$ cat src/rtl/rtc_periodic_pkg.sv
package rtc_periodic_pkg;

    // oscillator / divider controller states
    typedef enum logic [1:0] {
        OSC_OFF  = 2'd0,
        DIV_HOLD = 2'd1,
        DIV_RUN  = 2'd2
    } osc_state_e;

    localparam int CTL_W       = 3;
    localparam int RATE_W      = 4;
    localparam int DIV_STAGES  = 15;

    // rate codes 1 and 2 reuse the taps of codes 8 and 9
    localparam int LOW_CODE_BASE = 6;
    // code n (n >= 3) selects stage n - RATE_OFFSET
    localparam int RATE_OFFSET   = 2;

    localparam logic [CTL_W-1:0] CTL_RUN = 3'b010;

    function automatic osc_state_e decode_ctl(input logic [CTL_W-1:0] code);
        osc_state_e s;
        if (code == CTL_RUN) begin
            s = DIV_RUN;
        end else if (code[2:1] == 2'b11) begin
            s = DIV_HOLD;
        end else begin
            s = OSC_OFF;
        end
        return s;
    endfunction

    function automatic int tap_index(input logic [RATE_W-1:0] code);
        int idx;
        if (code == '0) begin
            idx = 0;
        end else if (code < 3) begin
            idx = LOW_CODE_BASE + int'(code) - 1;
        end else begin
            idx = int'(code) - RATE_OFFSET;
        end
        return idx;
    endfunction

endpackage

$ cat src/rtl/rtc_osc_ctrl.sv
module rtc_osc_ctrl
    import rtc_periodic_pkg::*;
#(
    parameter int CW = CTL_W
) (
    input  logic          clk,
    input  logic          rst_n,
    input  logic [CW-1:0] osc_ctl,
    input  logic          osc_tick,
    output logic          osc_en,
    output logic          div_clr,
    output logic          div_adv
);

    osc_state_e state_q;
    osc_state_e state_d;
    osc_state_e target;

    assign target = decode_ctl(osc_ctl);

    // next-state selection with named transitions
    always_comb begin
        state_d = state_q;
        unique case (state_q)
            OSC_OFF: begin
                if (target == DIV_RUN) begin
                    state_d = DIV_RUN;      // START
                end else if (target == DIV_HOLD) begin
                    state_d = DIV_HOLD;     // PARK
                end
            end
            DIV_HOLD: begin
                if (target == DIV_RUN) begin
                    state_d = DIV_RUN;      // RELEASE
                end else if (target == OSC_OFF) begin
                    state_d = OSC_OFF;      // HALT
                end
            end
            DIV_RUN: begin
                if (target == DIV_HOLD) begin
                    state_d = DIV_HOLD;     // CLEAR
                end else if (target == OSC_OFF) begin
                    state_d = OSC_OFF;      // HALT
                end
            end
            default: state_d = OSC_OFF;
        endcase
    end

    // state register
    always_ff @(posedge clk or negedge rst_n) begin
        if (!rst_n) begin
            state_q <= OSC_OFF;
        end else begin
            state_q <= state_d;
        end
    end

    // outputs decoded from the registered state
    always_comb begin
        osc_en  = 1'b0;
        div_clr = 1'b0;
        div_adv = 1'b0;
        unique case (state_q)
            OSC_OFF:  begin
                osc_en = 1'b0;
            end
            DIV_HOLD: begin
                osc_en  = 1'b1;
                div_clr = 1'b1;
            end
            DIV_RUN:  begin
                osc_en  = 1'b1;
                div_adv = osc_tick;
            end
            default:  begin
                osc_en = 1'b0;
            end
        endcase
    end

endmodule

$ cat src/rtl/rtc_div_chain.sv
module rtc_div_chain #(
    parameter int STAGES = 15
) (
    input  logic              clk,
    input  logic              rst_n,
    input  logic              clr,
    input  logic              adv,
    output logic [STAGES-1:0] taps
);

    logic [STAGES:0]   carry;
    logic [STAGES-1:0] cnt_q;

    assign carry[0] = adv;

    // one toggle stage per divider bit, rippled carry
    for (genvar i = 0; i < STAGES; i++) begin : g_stage
        assign carry[i+1] = carry[i] & cnt_q[i];

        always_ff @(posedge clk or negedge rst_n) begin
            if (!rst_n) begin
                cnt_q[i] <= 1'b0;
            end else if (clr) begin
                cnt_q[i] <= 1'b0;
            end else if (carry[i]) begin
                cnt_q[i] <= ~cnt_q[i];
            end
        end
    end

    assign taps = cnt_q;

endmodule

$ cat src/rtl/rtc_rate_mux.sv
module rtc_rate_mux
    import rtc_periodic_pkg::*;
#(
    parameter int STAGES = DIV_STAGES,
    parameter int RW     = RATE_W
) (
    input  logic [STAGES-1:0] taps,
    input  logic [RW-1:0]     rate_sel,
    output logic              tap_out
);

    localparam int CODES = 1 << RW;

    logic [CODES-1:0] code_taps;

    // one candidate per rate code; code 0 is tied low
    for (genvar c = 0; c < CODES; c++) begin : g_code
        localparam int IDX = tap_index(RW'(c));
        if (c == 0 || IDX >= STAGES) begin : g_off
            assign code_taps[c] = 1'b0;
        end else begin : g_on
            assign code_taps[c] = taps[IDX];
        end
    end

    assign tap_out = code_taps[rate_sel];

endmodule

$ cat src/rtl/rtc_edge_pulse.sv
module rtc_edge_pulse (
    input  logic clk,
    input  logic rst_n,
    input  logic level,
    output logic level_q,
    output logic rise,
    output logic rise_q
);

    assign rise = level & ~level_q;

    always_ff @(posedge clk or negedge rst_n) begin
        if (!rst_n) begin
            level_q <= 1'b0;
            rise_q  <= 1'b0;
        end else begin
            level_q <= level;
            rise_q  <= rise;
        end
    end

endmodule

$ cat src/rtl/rtc_periodic_gen.sv
module rtc_periodic_gen
    import rtc_periodic_pkg::*;
#(
    parameter int STAGES = DIV_STAGES,
    parameter int CW     = CTL_W,
    parameter int RW     = RATE_W
) (
    input  logic          clk,
    input  logic          rst_n,
    input  logic          osc_tick,
    input  logic [CW-1:0] osc_ctl,
    input  logic [RW-1:0] rate_sel,
    input  logic          pie,
    output logic          osc_en,
    output logic          sqw,
    output logic          per_event,
    output logic          per_irq,
    output logic          upd_strobe
);

    localparam int TOP_STAGE = STAGES - 1;

    logic              div_clr;
    logic              div_adv;
    logic [STAGES-1:0] taps;
    logic              sel_tap;
    logic              per_rise;
    logic              per_irq_q;
    logic              sec_level_q;
    logic              sec_rise;

    rtc_osc_ctrl #(.CW(CW)) u_ctrl (
        .clk      (clk),
        .rst_n    (rst_n),
        .osc_ctl  (osc_ctl),
        .osc_tick (osc_tick),
        .osc_en   (osc_en),
        .div_clr  (div_clr),
        .div_adv  (div_adv)
    );

    rtc_div_chain #(.STAGES(STAGES)) u_div (
        .clk   (clk),
        .rst_n (rst_n),
        .clr   (div_clr),
        .adv   (div_adv),
        .taps  (taps)
    );

    rtc_rate_mux #(.STAGES(STAGES), .RW(RW)) u_mux (
        .taps     (taps),
        .rate_sel (rate_sel),
        .tap_out  (sel_tap)
    );

    // shared rate path: square wave and periodic event
    rtc_edge_pulse u_per_edge (
        .clk     (clk),
        .rst_n   (rst_n),
        .level   (sel_tap),
        .level_q (sqw),
        .rise    (per_rise),
        .rise_q  (per_event)
    );

    // 1 Hz update strobe from the last stage
    rtc_edge_pulse u_sec_edge (
        .clk     (clk),
        .rst_n   (rst_n),
        .level   (taps[TOP_STAGE]),
        .level_q (sec_level_q),
        .rise    (sec_rise),
        .rise_q  (upd_strobe)
    );

    always_ff @(posedge clk or negedge rst_n) begin
        if (!rst_n) begin
            per_irq_q <= 1'b0;
        end else begin
            per_irq_q <= per_rise & pie;
        end
    end

    assign per_irq = per_irq_q;

endmodule


$ cat config.mk
export PLATFORM = sky130hd
export DESIGN_NAME = rtc_periodic_gen
export DESIGN_NICKNAME = d
export VERILOG_FILES = /design/src/rtl/rtc_periodic_pkg.sv /design/src/rtl/rtc_osc_ctrl.sv /design/src/rtl/rtc_div_chain.sv /design/src/rtl/rtc_rate_mux.sv /design/src/rtl/rtc_edge_pulse.sv /design/src/rtl/rtc_periodic_gen.sv
export SDC_FILE = /design/constraint.sdc
export NUM_CORES = 1
export LEC_CHECK = 0
export BUFFER_PORTS_ARGS = -buffer_cell sky130_fd_sc_hd__buf_2
export CAP_MARGIN = 10
export CORE_ASPECT_RATIO = 0.7
export CORE_MARGIN = 5
export CORE_UTILIZATION = 25
export CTS_BUF_LIST = sky130_fd_sc_hd__clkbuf_8
export CTS_CLUSTER_DIAMETER = 80
export DETAILED_ROUTE_END_ITERATION = 16
export SLEW_MARGIN = 40
export SYNTH_ARGS = -nofsm -noshare
export SYNTH_HDL_FRONTEND = slang
export SYNTH_SLANG_ARGS = --single-unit
$ cat constraint.sdc
create_clock -name clk -period 2 [get_ports clk]
set_input_delay 0.1 -clock clk [delete_from_list [all_inputs] [get_ports clk]]
set_output_delay 0.1 -clock clk [all_outputs]
set_load 0.005 [all_outputs]
Word-level counts from Yosys, hierarchy flattened --
Cells that the tools add are included.
Word-level totals: memory bits (read-only) 0, latch bits 0, word-level logic and storage cells 124, bits of input ports 11, RAM bits 0, bits in registers 22, memories 0
Cells by class: multiply operators 0, reduce and logical (&&, ||, !) cells 18, muxes and demuxes 43, add/subtract/negate cells 0, shift-type cells 0, magnitude comparators 1, bitwise operators 34, divide/modulo/power cells 0, eq/ne operators 7
Operator list (count):
- 1-bit 2-to-1 mux | 35
- 2-bit nonzero test | 15
- 1-bit bitwise AND | 17
- 1-bit inverter | 17
- 2-bit 2-to-1 mux | 6
- 2-bit equality test (second input constant) | 3
- 2-bit one-hot mux with 3 select lines | 1
- 4-bit by 5-bit < comparator with 1-bit output (second input constant) | 1
- 1-bit binary-select mux with 4-bit select | 1
- 2-bit by 1-bit equality test with 1-bit output (second input constant) | 2
- 2-bit logical NOT | 2
- 3-bit by 2-bit equality test with 1-bit output (second input constant) | 1
- 3-bit by 1-bit != test with 1-bit output (second input constant) | 1
- 2-bit OR reduction | 1

Longest topological paths before layout --
depth after elaboration 18, depth in mapped cells 7, gate-level depth less buffers 6

Modules after synthesis --
A second synthesis with hierarchy kept.
Second synthesis, totals: cells, all modules 121, area, all modules 1281.2 µm²
Modules (own cells, without submodules):
- rtc_div_chain | times used 1, cells an instance 78, area each 772.0 µm²
- rtc_osc_ctrl | times used 1, cells an instance 25, area each 210.2 µm²
- rtc_rate_mux | times used 1, cells an instance 10, area each 140.1 µm²
- rtc_edge_pulse | times used 2, cells an instance 3, area each 63.8 µm²
- rtc_periodic_gen | times used 1, cells an instance 2, area each 31.3 µm²

Worst setup path before layout --
Ideal clock, no wire load.
path type register to register, start point register u_ctrl.state_q[0], end point register u_div.cnt_q[14] (netlist: u_div.taps[14]), period minus slack after synthesis 1.613 ns, arrival time 1.493 ns, required time 1.880 ns, path slack 0.387 ns, cell stages (with the launch flop) 7, buffers on the path 0, cell sequence dfrtp_1 > inv_1 > ha_1 > nand4_4 > nor4_4 > a21oi_1 > a31o_1
On the way: cells in the longest elaborated chain, start to end 17
Ends and longest elaborated chain:
- from (decl) | line rtc_osc_ctrl.sv:15 | osc_state_e state_q;
- from (signal assigned) | line rtc_osc_ctrl.sv:55 | state_q <= state_d;
- 2-bit equality test | line rtc_osc_ctrl.sv:64 | unique case (state_q)
- 1-bit 2-to-1 mux | line rtc_osc_ctrl.sv:64
- 1-bit bitwise AND (14 in series) | line rtc_div_chain.sv:18 | assign carry[i+1] = carry[i] & cnt_q[i];
- 2-bit nonzero test (no line)
- to (signal, indexed assignment) | line rtc_div_chain.sv:26 | cnt_q[i] <= ~cnt_q[i];
- to (decl) | line rtc_div_chain.sv:12 | logic [STAGES-1:0] cnt_q;
Parallel ways exist; a longest one is shown, timed or not. A chain may end at the register's enable or synchronous reset.

Final worst setup path --
Same ends and word-level chain as after synthesis.

==> impl_metrics.ini <==
[sta]
fin_crit_sh = 0.867
skew_ns = 0.00819
hold_viol_final = 0
hold_slack_ns = 0.108
rsz0062_at_grt = false
setup_viol_count_final = 0
fin_crit_ns = 1.73
fin_setup_tns_ns = 0
slew_viol_final = 0
fmax_mhz = 577
relSlewSlack = 0.657
worst_slew_pin_slew_ns = 0.514

[route]
viasPerCell = 4.33
drtAntennaViolNets = 0
drt_iter0_drc = 45
drc_errors = 0
vias = 909
wl_per_cell_um = 12.0
dr.pass1.iters = 4
totalWireLength_um = 2520

[die]
die_h_um = 69.1
rows = 21
die-area_mm2 = 0.00653
fp.coreArea_mm2 = 0.00481
initial_core_util = 0.260
ioPinCount = 16
die_w_um = 94.5

[worst_setup_path]
path_buf_inv = 1
endpoint_kind = flip-flop
cpPeakStageDelay_ns = 0.41
crit_path_max_fanout = 9
cp_top_family = simple AND/OR/NAND/NOR gates
crit_path_top_delay_cell = dfrtp_1
reg2reg_setup_slack_ns = 0.27
critical_path_arrival_ns = 1.90
worstPathRequired_ns = 2.16
startpoint_type = flip-flop
path_class = flip-flop to flip-flop
cp_cell_sequence = inv_1, ha_1, nand4_4, nor4_4, a21oi_1, a31o_1

[flow_run]
cap_violations = 0

[placed_design]
port-buffer-count = 15
hpwl_um = 1890
gp_congestion = 0.781

[cts]
cts_buffer_depth = 2
postCtsSetupBuffers = 0
cts_buffers = 3
clkLatencyLatePin_ns = 0.26
cts_tree = built
cts_sinks = 22
root_buffer = clkbuf_8
ctsHtreeMaxLevel = 1
clk_pin_slew_ns = 0.08

[grt]
grt_pass1_vias = 944
grt_overflow = 0
grt_antenna_before_repair = 0
grt_max_degree = 23
grt_pass1_wl_um = 4600
grt_usage = 0.0891

[synth]
avgSynthCellArea_um2 = 10.1
ys_seq_elements = 22
synthArstFlopShare = 1.00
ys_warn_count = 0
ys_seq_area_frac = 0.441
syn-instance-count = 124
synthFlopType = dfrtp_1
synth_edf_count = 0
synth_area_mm2 = 0.00125
syn-num-nets = 139
synth.distinct_cells = 31

[layout]
n_antenna_cell = 0
nNetsFinal = 157
layout-drive-gt1-share = 0.177
area_growth_pct = 16.9

[hold_path]
worstHoldPathType = input pin to flip-flop

[power]
power_density_mw_per_mm2 = 777
p_leak_uw = 0.000670
ir_drop_mv = 0.264

[outcome]
run_status = finished, final reports clean
==> layout by cell type, fill, tap and decap left out, drive strengths merged, types with 3 or more instances in the layout <==
cell type,netlist,layout
xor2,5,5
ha,4,4
mux2i,4,4
nand2b,4,4
nor4,4,4
nor3,5,5
and3,3,3
nand4,3,3
a21oi,5,5
nor2b,3,3
nor2,16,16
nand2,9,9
xnor2,8,8
dfrtp,22,22
o21ai,5,5
nand3,5,5
inv,5,5
buf,1,16
clkbuf,3,4
==> through the flow <==
stage | util | total power [µW] | area, µm² | std cells | worst slack [ns]
6_report | 0.304 | 1140 | 1460 | 210 | 0.265
5_1_grt | 0.304 | 1230 | 1460 | 210 | 0.115
3_5_place_dp | 0.290 | 826 | 1400 | 205 | 0.255
3_3_place_gp | 0.290 | 826 | 1400 | 205 | 0.315
4_1_cts | 0.304 | 1160 | 1460 | 210 | 0.251
2_1_floorplan | - | 719 | 1250 | 124 | 0.387
==> synth_stat cells, types with 5 or more instances <==
cell type / n / share of area
xnor2_1: 8 / 0.056
o21ai_0: 5 / 0.020
xor2_1: 5 / 0.035
nor3_1: 5 / 0.020
nand3_1: 5 / 0.020
nor2_1: 16 / 0.048
inv_1: 5 / 0.015
a21oi_1: 5 / 0.020
nand2_1: 9 / 0.027
dfrtp_1: 22 / 0.44
==> state kept, by name, summed over array words and instances (netlist names) <==
name and count:
u_div.taps 15, u_ctrl.state_q 2, per_irq 1, u_per_edge.level_q 1, u_per_edge.rise_q 1, u_sec_edge.level_q 1, u_sec_edge.rise_q 1
==> layout make-up <==
| type | count | area, µm² |
|---|---|---|
| well taps | 69 | 86.3 |
| multi-input cells | 93 | 657 |
| clock buffers | 4 | 55.1 |
| inverters | 5 | 18.8 |
| repair buffers | 17 | 92.6 |
| fillers | 509 | 3350 |
| flip-flops and latches | 22 | 551 |
==> path summary, 6_finish.rpt <==
check                                         from                end  cells past startpoint
worst max-delay path             u_ctrl.state_q[0]     u_div.taps[14]                      6
worst min-delay path                           pie            per_irq                      2
worst max register to register   u_ctrl.state_q[0]     u_div.taps[14]                      6
worst min register to register  u_sec_edge.level_q  u_sec_edge.rise_q                      1
max in group asynchronous                    rst_n      u_div.taps[3]                      2
min in group asynchronous                    rst_n  u_sec_edge.rise_q                      2
==> power by group <==
group	switching, µW	internal, µW
sequential	48.0	479
clock	147	176
combinational	165	120
total	361	774
==> cells by family (layout without fill, tap and decap cells) <==
family / Yosys count / after routing / synth area share
AO/OA/AOI/OAI: 17 / 17 / 0.0882
XOR/XNOR: 13 / 13 / 0.0912
adder cells (fa/ha/maj): 4 / 4 / 0.0401
buffers and inverters: 9 / 26 / 0.0331
flip-flops: 22 / 22 / 0.441
multiplexers: 5 / 5 / 0.0531
AND/OR/NAND/NOR: 54 / 54 / 0.254
==> timing repair <==
item,in CTS,in global routing
gates resized for setup,0,0
hold buffers,1,0
hold endpoints to repair,22,0
==> routing by layer <==
layer	share of wire	track usage	wire (µm)	up-vias
met5	0	0	0	-
met4	0.0056	0.0192	14	0
met3	0.037	0.0348	94	2
met2	0.45	0.133	1130	8
met1	0.51	0.122	1270	436
li1	-	-	-	463
No activity file was read; power rests on OpenSTA's default activity.
